--- config.mk ---
export PLATFORM = sky130hd
export DESIGN_NAME = vc_input_ctrl
export DESIGN_NICKNAME = d
export VERILOG_FILES = /design/src/rtl/vc_ctrl_pkg.sv /design/src/rtl/vc_flit_fifo.sv /design/src/rtl/vc_credit_ctr.sv /design/src/rtl/vc_state_fsm.sv /design/src/rtl/vc_input_ctrl.sv
export SDC_FILE = /design/constraint.sdc
export NUM_CORES = 1
export LEC_CHECK = 0
export BUFFER_PORTS_ARGS = -buffer_cell sky130_fd_sc_hd__buf_2
export CAP_MARGIN = 20
export CORE_UTILIZATION = 50
export DETAILED_ROUTE_END_ITERATION = 8
export GPL_ROUTABILITY_DRIVEN = 1
export HOLD_SLACK_MARGIN = 0.12
export PLACE_DENSITY_LB_ADDON = 0.12
export SLEW_MARGIN = 20
export SYNTH_ARGS = -nofsm -noshare
export SYNTH_HDL_FRONTEND = slang
export SYNTH_SLANG_ARGS = --single-unit
export TNS_END_PERCENT = 100
--- constraint.sdc ---
create_clock -name clk_i -period 5.9 [get_ports clk_i]
set_input_delay 0.59 -clock clk_i [delete_from_list [all_inputs] [get_ports clk_i]]
set_output_delay 0.59 -clock clk_i [all_outputs]
set_load 0.02 [all_outputs]
--- src/rtl/vc_ctrl_pkg.sv ---
package vc_ctrl_pkg;
  typedef enum logic [1:0] {
    KIND_BODY   = 2'b00,
    KIND_HEAD   = 2'b01,
    KIND_TAIL   = 2'b10,
    KIND_SINGLE = 2'b11
  } flit_kind_e;

  typedef enum logic [1:0] {
    VC_IDLE    = 2'd0,
    VC_ROUTE   = 2'd1,
    VC_WAIT_VC = 2'd2,
    VC_ACTIVE  = 2'd3
  } vc_state_e;

  function automatic logic kind_is_head(input logic [1:0] k);
    return k[0];
  endfunction

  function automatic logic kind_is_tail(input logic [1:0] k);
    return k[1];
  endfunction
endpackage

--- src/rtl/vc_flit_fifo.sv ---
module vc_flit_fifo #(
  parameter int WIDTH = 18,
  parameter int DEPTH = 4,
  localparam int PTR_W = (DEPTH > 1) ? $clog2(DEPTH) : 1,
  localparam int CNT_W = $clog2(DEPTH + 1)
) (
  input  logic             clk_i,
  input  logic             rst_ni,
  input  logic             push_i,
  input  logic [WIDTH-1:0] data_i,
  input  logic             pop_i,
  output logic [WIDTH-1:0] data_o,
  output logic             empty_o,
  output logic             full_o,
  output logic [CNT_W-1:0] count_o
);
  logic [WIDTH-1:0] mem_q [DEPTH];
  logic [PTR_W-1:0] wr_q, rd_q;
  logic [CNT_W-1:0] cnt_q;

  function automatic logic [PTR_W-1:0] bump(input logic [PTR_W-1:0] p);
    return (p == PTR_W'(DEPTH - 1)) ? '0 : p + PTR_W'(1);
  endfunction

  always_ff @(posedge clk_i or negedge rst_ni) begin
    if (!rst_ni) begin
      wr_q  <= '0;
      rd_q  <= '0;
      cnt_q <= '0;
    end else begin
      if (push_i) wr_q <= bump(wr_q);
      if (pop_i)  rd_q <= bump(rd_q);
      case ({push_i, pop_i})
        2'b10:   cnt_q <= cnt_q + CNT_W'(1);
        2'b01:   cnt_q <= cnt_q - CNT_W'(1);
        default: cnt_q <= cnt_q;
      endcase
    end
  end

  always_ff @(posedge clk_i) begin
    if (push_i) mem_q[wr_q] <= data_i;
  end

  assign data_o  = mem_q[rd_q];
  assign empty_o = (cnt_q == '0);
  assign full_o  = (cnt_q == CNT_W'(DEPTH));
  assign count_o = cnt_q;


  fifo_no_underflow_chk: assert property (@(posedge clk_i) disable iff (!rst_ni)
    pop_i |-> !empty_o);

  fifo_no_overflow_chk: assert property (@(posedge clk_i) disable iff (!rst_ni)
    push_i |-> !full_o);
endmodule

--- src/rtl/vc_credit_ctr.sv ---
module vc_credit_ctr #(
  parameter int DEPTH = 4,
  localparam int CNT_W = $clog2(DEPTH + 1)
) (
  input  logic clk_i,
  input  logic rst_ni,
  input  logic take_i,
  input  logic give_i,
  output logic avail_o
);
  logic [CNT_W-1:0] cnt_q;

  always_ff @(posedge clk_i or negedge rst_ni) begin
    if (!rst_ni) cnt_q <= CNT_W'(DEPTH);
    else begin
      case ({take_i, give_i})
        2'b10:   cnt_q <= cnt_q - CNT_W'(1);
        2'b01:   cnt_q <= cnt_q + CNT_W'(1);
        default: cnt_q <= cnt_q;
      endcase
    end
  end

  assign avail_o = (cnt_q != '0);


  cred_bound_chk: assert property (@(posedge clk_i) disable iff (!rst_ni)
    cnt_q <= CNT_W'(DEPTH));

  cred_take_chk: assert property (@(posedge clk_i) disable iff (!rst_ni)
    take_i |-> avail_o);

  cred_pair_chk: assert property (@(posedge clk_i) disable iff (!rst_ni)
    (take_i && give_i) |=> $stable(cnt_q));
endmodule

--- src/rtl/vc_state_fsm.sv ---
module vc_state_fsm
  import vc_ctrl_pkg::*;
#(
  parameter int PORT_W = 3,
  parameter int OVC_W  = 2
) (
  input  logic              clk_i,
  input  logic              rst_ni,
  input  logic              head_push_i,
  input  logic              route_valid_i,
  input  logic [PORT_W-1:0] route_i,
  input  logic              vca_grant_i,
  input  logic [OVC_W-1:0]  ovc_i,
  input  logic              tail_depart_i,
  input  logic              more_i,
  output vc_state_e         state_o,
  output logic [PORT_W-1:0] route_o,
  output logic [OVC_W-1:0]  ovc_o
);
  vc_state_e state_q, state_d;
  logic [PORT_W-1:0] route_q;
  logic [OVC_W-1:0]  ovc_q;

  always_comb begin
    state_d = state_q;
    unique case (state_q)
      VC_IDLE:    if (head_push_i)   state_d = VC_ROUTE;
      VC_ROUTE:   if (route_valid_i) state_d = VC_WAIT_VC;
      VC_WAIT_VC: if (vca_grant_i)   state_d = VC_ACTIVE;
      VC_ACTIVE:  if (tail_depart_i) state_d = more_i ? VC_ROUTE : VC_IDLE;
      default:                       state_d = VC_IDLE;
    endcase
  end

  always_ff @(posedge clk_i or negedge rst_ni) begin
    if (!rst_ni) begin
      state_q <= VC_IDLE;
      route_q <= '0;
      ovc_q   <= '0;
    end else begin
      state_q <= state_d;
      if (state_q == VC_ROUTE && route_valid_i) route_q <= route_i;
      if (state_q == VC_WAIT_VC && vca_grant_i) ovc_q <= ovc_i;
    end
  end

  assign state_o = state_q;
  assign route_o = route_q;
  assign ovc_o   = ovc_q;


  head_wake_chk: assert property (@(posedge clk_i) disable iff (!rst_ni)
    (state_q == VC_IDLE && head_push_i) |=> state_q == VC_ROUTE);

  route_step_chk: assert property (@(posedge clk_i) disable iff (!rst_ni)
    (state_q == VC_ROUTE && route_valid_i) |=> (state_q == VC_WAIT_VC && route_q == $past(route_i)));

  grant_step_chk: assert property (@(posedge clk_i) disable iff (!rst_ni)
    (state_q == VC_WAIT_VC && vca_grant_i) |=> (state_q == VC_ACTIVE && ovc_q == $past(ovc_i)));

  tail_exit_chk: assert property (@(posedge clk_i) disable iff (!rst_ni)
    tail_depart_i |=> (state_q == VC_IDLE || state_q == VC_ROUTE));
endmodule

--- src/rtl/vc_input_ctrl.sv ---
module vc_input_ctrl
  import vc_ctrl_pkg::*;
#(
  parameter int DATA_W     = 16,
  parameter int BUF_DEPTH  = 4,
  parameter int CRED_DEPTH = 4,
  parameter int PORT_W     = 3,
  parameter int OVC_W      = 2
) (
  input  logic              clk_i,
  input  logic              rst_ni,
  input  logic              flit_valid_i,
  input  logic [1:0]        flit_kind_i,
  input  logic [DATA_W-1:0] flit_data_i,
  output logic              route_req_o,
  input  logic              route_valid_i,
  input  logic [PORT_W-1:0] route_port_i,
  output logic              vca_req_o,
  input  logic              vca_grant_i,
  input  logic [OVC_W-1:0]  vca_ovc_i,
  output logic              sw_req_o,
  input  logic              sw_grant_i,
  output logic [PORT_W-1:0] sw_port_o,
  output logic [OVC_W-1:0]  sw_ovc_o,
  output logic              flit_valid_o,
  output logic [1:0]        flit_kind_o,
  output logic [DATA_W-1:0] flit_data_o,
  input  logic              credit_i,
  output logic              credit_o,
  output logic              ovc_free_o,
  output logic [1:0]        state_o,
  output logic              overflow_o
);
  localparam int ENTRY_W = DATA_W + 2;
  localparam int CNT_W   = $clog2(BUF_DEPTH + 1);

  logic [ENTRY_W-1:0] front;
  logic               buf_empty, buf_full;
  logic [CNT_W-1:0]   buf_cnt;
  logic               accept, depart, tail_depart, more, cred_avail, ovf_q;
  vc_state_e          state;

  assign accept = flit_valid_i & ~buf_full;

  vc_flit_fifo #(.WIDTH(ENTRY_W), .DEPTH(BUF_DEPTH)) u_fifo (
    .clk_i   (clk_i),
    .rst_ni  (rst_ni),
    .push_i  (accept),
    .data_i  ({flit_kind_i, flit_data_i}),
    .pop_i   (depart),
    .data_o  (front),
    .empty_o (buf_empty),
    .full_o  (buf_full),
    .count_o (buf_cnt)
  );

  vc_credit_ctr #(.DEPTH(CRED_DEPTH)) u_cred (
    .clk_i   (clk_i),
    .rst_ni  (rst_ni),
    .take_i  (depart),
    .give_i  (credit_i),
    .avail_o (cred_avail)
  );

  assign flit_kind_o = front[ENTRY_W-1:DATA_W];
  assign flit_data_o = front[DATA_W-1:0];
  assign sw_req_o    = (state == VC_ACTIVE) & ~buf_empty & cred_avail;
  assign depart      = sw_req_o & sw_grant_i;
  assign tail_depart = depart & kind_is_tail(flit_kind_o);
  // a flit remains if more than one was stored or one lands this cycle
  assign more        = (buf_cnt > CNT_W'(1)) | accept;

  vc_state_fsm #(.PORT_W(PORT_W), .OVC_W(OVC_W)) u_fsm (
    .clk_i         (clk_i),
    .rst_ni        (rst_ni),
    .head_push_i   (accept & kind_is_head(flit_kind_i)),
    .route_valid_i (route_valid_i),
    .route_i       (route_port_i),
    .vca_grant_i   (vca_grant_i),
    .ovc_i         (vca_ovc_i),
    .tail_depart_i (tail_depart),
    .more_i        (more),
    .state_o       (state),
    .route_o       (sw_port_o),
    .ovc_o         (sw_ovc_o)
  );

  always_ff @(posedge clk_i or negedge rst_ni) begin
    if (!rst_ni)                     ovf_q <= 1'b0;
    else if (flit_valid_i & buf_full) ovf_q <= 1'b1;
  end

  assign route_req_o  = (state == VC_ROUTE);
  assign vca_req_o    = (state == VC_WAIT_VC);
  assign flit_valid_o = depart;
  assign credit_o     = depart;
  assign ovc_free_o   = tail_depart;
  assign state_o      = state;
  assign overflow_o   = ovf_q;


  overflow_hold_chk: assert property (@(posedge clk_i) disable iff (!rst_ni)
    overflow_o |=> overflow_o);

  idle_quiet_chk: assert property (@(posedge clk_i) disable iff (!rst_ni)
    (state_o != 2'd3) |-> !flit_valid_o);
endmodule

==> metrics.yaml, run 1 <==
drt:
  drtIter0Drc: 104
  postRouteAntennaNets: 0
  drtPass1Iterations: 4
  wire_per_inst_microns: 16.19
  drc: 0
  routed_wl_microns: 5843
  vias: 1845
  avgViaCountPerCell: 5.111
finish:
  finalNetCount: 307
  drive_above_1_share_pct: 40.00
  n_antenna_cell: 0
  final_common_cell: "edfxtp_1"
  final_cell_mix: "72 x edfxtp_1, 61 x buf_2, 18 x mux4_2"
  fin_util_pct: 61.23
  syn_to_final_growth_pct: 15.74
floorplan:
  ios: 62
  start_util_pct: 52.90
  rows: 30
  dieHeight_microns: 87.72
  die_area_sq_um: 7694
  core_sq_um: 6944
  dieWidth_microns: 87.72
timing:
  slew_headroom_pct: 37.75
  period_share_pct: 45.82
  worst_slew_pin_slew_ps: 933.8
  hold_viol_final: 0
  fmax_mhz: 369.9
  tns_ps: 0
  rsz0062_at_grt: "false"
  hold_ws_ps: 164.0
  drv_slew: 0
  clock_skew_ps: 4.694
  fin_crit_ps: 2703
  setup_viol: 0
yosys:
  synthesis.instances: 193
  yosysTopAreaCell: "edfxtp_1"
  synth.top_cells.by_area: "edfxtp_1 59%, dfrtp_1 12%, mux4_2 11%"
  synthMuxAreaShare_pct: 14.07
  synth-edff-count: 72
  syn-cell-area_sq_um: 3674
  netlist.area_leader.share_pct: 58.86
  synth_adder_area_share_pct: 5.995
  synthesis.nets: 240
  synth-seq-cells: 90
  synthSimpleGateAreaFrac_pct: 3.236
  synth_top_family_by_area: "multiplexers"
  synthFlopType: "edfxtp_1"
  synth_async_sr_flop_share_pct: 20.00
  yosysSeqAreaShare_pct: 71.15
  ys.warnings.count: 0
  synth.distinct_cells: 30
  synth_xor_xnor_area_share_pct: 1.431
  synth_area_per_cell_sq_um: 19.03
  synth_compound_area_share_pct: 2.010
critical_path:
  reg2reg_slack_ps: 3490
  crit_start: "u_fifo.rd_q[1]$_DFFE_PN0P_"
  rr_startpoint: "u_fifo.count_o[0]$_DFFE_PN0P_"
  cp_max_fo: 20
  slowest_stage: "dfrtp_1"
  startpoint_type: "flip-flop"
  r2r_cells: 4
  cp_cell_sequence: "mux4_2, and2_1, buf_2"
  worstPathArrival_ps: 2110
  crit_type: "reg -> out"
  worstReg2RegEnd: "u_fifo.mem_q[1][8]$_DFFE_PP_"
  crit_required_ps: 5310
  end_kind: "output pin"
  endpoint: "ovc_free_o"
  slowest_delay_ps: 940
clock_tree:
  cts_buffers: 9
  cts_buffer_depth: 2
  clkTransAtPathRegs_ps: 90
  tritoncts: "yes"
  cts_setup_buffers: 0
  cts_root_buf: "clkbuf_8"
  cts.sinks: 90
  htree_num_levels: 3
  worstSkewPairLatency_ps: 340
  post_cts_resized: 0
  postCtsHoldBufs: 0
place:
  hpwlAfterDp_microns: 3949
  place_congestion: 0.7253
  port_buffers: 61
power:
  ir_drop_mv: 0.2973
  powerDensity_nw_per_um2: 505.1
  p_leak_nw: 1.628
  finalPower_mw: 2.148
global_routing:
  grt_pass1_vias: 1829
  antenna_found_initial: 0
  grt_max_degree: 21
  grt_pass1_wl_microns: 9135
  grt_util_all_layers_pct: 16.73
  grt_overflow_total: 0
flow_run:
  maxCapViolations: 0
worst_hold_path:
  hold_class: "in -> async"
run_status:
  outcome: "finished, final reports clean"
==> synthesized netlist by cell type (all sizes together) (4+ instances only) <==
cell type,number
dfrtp,17
o21ai,4
mux4,18
edfxtp,72
and2,6
inv,12
nand2,4
ha,16
buf,4
nor2,6
mux2,9
==> flip-flops by register name, summed over array words and instances (netlist names) <==
signal,cells
u_fifo.mem_q,72
u_fsm.state_o,2
u_fifo.wr_q,2
u_fifo.rd_q,2
u_cred.cnt_q,3
u_fsm.ovc_o,2
u_fsm.route_o,3
overflow_o,1
u_fifo.count_o,3
==> cells by family (layout without fill, tap and decap cells) <==
logic type,count (synthesis),count (layout)
xor gates and xnor gates,6,6
DFF,90,90
and+or+nand+nor,23,23
muxes,28,28
buffers and inverters,18,90
AOI/OAI and AO/OA,11,11
adders and majority gates,17,17
==> area by class of cell <==
cell class | instances | area, sq um
timing repair buffer | 62 | 312.8
sequential | 90 | 2614
clock buffer | 9 | 123.9
clock inverter | 7 | 53.80
fill | 523 | 2693
multi-input combinational | 85 | 982.2
inverter | 12 | 45.04
tap | 96 | 120.1
==> per-stage QoR <==
| stage | instances | setup WS [ps] | area, sq um |
|---|---|---|---|
| 2_1_floorplan | 193 | 3427 | 3674 |
| 3_3_place_gp | 345 | 3541 | 4074 |
| 3_5_place_dp | 345 | 3478 | 4074 |
| 4_1_cts | 361 | 3189 | 4252 |
| 5_1_grt | 361 | 3107 | 4252 |
| 6_report | 361 | 3197 | 4252 |
==> layer usage <==
layer	track usage (%)	wire, microns	up-vias
met3	2.922	214	10
met1	21.20	2547	907
met2	28.33	3006	56
met4	7.601	74	0
li1	-	-	872
met5	0	0	-
==> worst max-delay path, delay by kind of cell (launching register included) <==
family                 cells  cell delay [ps]
flip-flops                 1              940
multiplexers               1              480
AND/OR/NAND/NOR            1              190
buffers and inverters      1              150
==> power by group <==
group	internal, mW	total, mW	leakage, nW	switching, mW
logic	0.359	0.805	0.676	0.446
clock network	0.155	0.370	0.0835	0.215
registers	0.861	0.972	0.869	0.111
==> worst min path at each step <==
stage	start	endpoint	cells past startpoint
detailed placement	overflow_o$_DFFE_PN0P_	overflow_o$_DFFE_PN0P_	1
floorplan	rst_ni	overflow_o$_DFFE_PN0P_	0
finish	rst_ni	u_fsm.route_o[2]$_DFFE_PN0P_	1
CTS	rst_ni	u_fsm.route_o[2]$_DFFE_PN0P_	1
global route	rst_ni	u_fsm.ovc_o[1]$_DFFE_PN0P_	1
global placement	overflow_o$_DFFE_PN0P_	overflow_o$_DFFE_PN0P_	1
No activity file was read; power rests on OpenSTA's default activity.
==> inputs of run 2 (changes only) <==
==> constraint.sdc (replaced) <==
create_clock -name clk_i -period 2.3 [get_ports clk_i]
set_input_delay 0.23 -clock clk_i [delete_from_list [all_inputs] [get_ports clk_i]]
set_output_delay 0.23 -clock clk_i [all_outputs]
set_load 0.02 [all_outputs]
==> run 2 against run 1 <==
  * Critical path depth increased by 6
  * Cell count rose by 10%
  * Non-clock buffer count increased by 37
  * Count of clock-buffer cells in the layout is the same
  * Power rose to 2.8 times the previous value
  * Global-route usage rose by 0.90 points
  * First-iteration DRC count is 24% lower
  * Die area did not move
  * Via count increased by 7.9%
  * Utilization is 6.1 points higher
  * Sequential power is 140% higher
  * Highest routed layer unchanged
==> metrics.yaml, run 2 (synthesis results as in run 1) <==
worst_hold_path:
  min_from: "flit_valid_i"
  hold_class: "in -> reg"
timing:
  worst_slew_pin_slew_ps: 424.9  # -508.9 ps
  rsz0062_at_grt: "false"
  period_share_pct: 93.92
  fin_crit_ps: 2160
  slew_headroom_pct: 71.67  # +34 points
  setup_viol: 0  # unchanged
  drv_slew: 0  # unchanged
  tns_ps: 0  # unchanged
  hold_viol_final: 0  # unchanged
  fmax_mhz: 462.9
  clock_skew_ps: 11.07  # +6.373 ps
clock_tree:
  clkTransAtPathRegs_ps: 100  # about the same
  cts_buffers: 9  # unchanged
  htree_num_levels: 3  # unchanged
  cts_buffer_depth: 2  # unchanged
  cts.sinks: 90  # unchanged
  worstSkewPairLatency_ps: 350  # about the same
  tritoncts: "yes"
  cts_root_buf: "clkbuf_8"
finish:
  largest_register: "u_fifo.mem_q"
  syn_to_final_growth_pct: 27.32
  largest_reg_flops: 72  # unchanged
  final_cell_mix: "72 x edfxtp_1, 61 x buf_2, 24 x dlygate4sd3_1"
  drive_above_1_share_pct: 42.38  # +2.4 points
  n_antenna_cell: 0  # unchanged
  final_common_cell: "edfxtp_1"
  stdcell_count: 398  # +10%
  fin_util_pct: 67.35  # +6.1 points
  finalNetCount: 344  # +12%
floorplan:
  dieWidth_microns: 87.72  # unchanged
  start_util_pct: 52.90  # unchanged
  die_area_sq_um: 7694  # unchanged
  core_sq_um: 6944  # unchanged
  dieHeight_microns: 87.72  # unchanged
  rows: 30  # unchanged
  ios: 62  # unchanged
power:
  ir_drop_mv: 0.6315  # +110%
  finalPower_mw: 5.928  # +180%
  powerDensity_nw_per_um2: 1268  # +150%
  p_leak_nw: 1.821  # +12%
global_routing:
  grt_overflow_total: 0  # unchanged
  antenna_found_initial: 0  # unchanged
  grt_pass1_wl_microns: 9887  # +8.2%
  grt_util_all_layers_pct: 17.63  # +0.90 points
  grt_pass1_vias: 2052  # +12%
  grt_max_degree: 21  # unchanged
critical_path:
  slowest_delay_ps: 410  # -530 ps
  critPathTopFamily: "simple AND/OR/NAND/NOR gates"
  worstPathArrival_ps: 2440  # +330 ps
  crit_buf_inv: 2  # +1
  crit_required_ps: 2580  # -2730 ps
  cp_max_fo: 3  # -85%
  crit_start: "u_cred.cnt_q[1]$_DFFE_PN0P_"
  end_kind: "flip-flop"
  crit_type: "reg -> reg"
  startpoint_type: "flip-flop"
  rr_startpoint: "u_cred.cnt_q[1]$_DFFE_PN0P_"
  slowest_stage: "or3_1"
  cp_cell_sequence: "or3_1, and3_1, inv_1, ha_2, inv_1, fa_1, xor2_1, nor2_1, xor2_1"
place:
  port_buffers: 61  # unchanged
  dp.cells: 354  # +2.6%
  place_congestion: 0.7586  # +4.6%
  hpwlAfterDp_microns: 4160  # +5.4%
drt:
  avgViaCountPerCell: 5.003  # -2.1%
  drc: 0  # unchanged
  drtPass1Iterations: 4  # unchanged
  wire_per_inst_microns: 15.87  # -1.9%
  vias: 1991  # +7.9%
  drtIter0Drc: 79  # -24%
  routed_wl_microns: 6318  # +8.1%
  postRouteAntennaNets: 0  # unchanged
flow_run:
  maxCapViolations: 0  # unchanged
run_status:
  outcome: "finished, final reports clean"
run 2: cell count changes in the layout (fill, tap and decap cells not counted), sizes merged:
cell         delta
dlygate4sd3    +24
buf            +13
clkinvlp        -2
inv             +2
bufinv          +1
clkinv          -1
run 2: metrics by stage:
step / instance area (sq um) / setup slack, ps / hold WS [ps]
global route: 4677 / 7.387 / 144.1
floorplan: 3680 / 10.01 / -65.59
CTS: 4618 / 88.04 / 121.0
global placement: 4169 / 194.3 / 192.8
finish: 4677 / 139.8 / 157.9
detailed placement: 4169 / 114.7 / 193.8
run 2: timing repair:
item | 4_1_cts | 5_1_grt
setup endpoints to repair | 0 | 1
resized for setup | 0 | 7
hold buffers | 23 | 1
hold endpoints to repair | 90 | 1
buffers inserted | 0 | 4
run 2: report_power, final:
| group | total (mW) | leakage [nW] | switching, mW | internal (mW) |
|---|---|---|---|---|
| Sequential | 2.38 | 0.866 | 0.170 | 2.21 |
| Combinational | 2.41 | 0.845 | 1.32 | 1.09 |
| Clock | 1.14 | 0.111 | 0.606 | 0.534 |
| Total | 5.93 | 1.82 | 2.10 | 3.83 |
run 2: per-layer routing:
layer  global-route usage (%)  part of all wire (%)
met5                        0                     0
met4                    3.577                  0.66
met2                    29.67                    50
met1                    23.10                    45
met3                    5.090                   3.6
run 2: cell type report:
cell class,count,area (sq um)
clock inverters,7,95.09
inverters,12,45.04
flip-flops and latches,90,2618
repair buffers,99,675.6
multi-input cells,85,999.7
well taps,96,120.1
clock buffers,9,123.9
fillers,478,2267
run 2: worst paths after layout:
kind,depth (start not counted),slack [ps],to
setup / recovery,9,140,u_cred.cnt_q[2]$_DFFE_PN1P_
hold / removal,2,160,overflow_o$_DFFE_PN0P_
setup reg to reg,9,140,u_cred.cnt_q[2]$_DFFE_PN1P_
hold reg to reg,1,490,overflow_o$_DFFE_PN0P_
max in group asynchronous,2,1630,u_cred.cnt_q[2]$_DFFE_PN1P_
min in group asynchronous,2,340,overflow_o$_DFFE_PN0P_
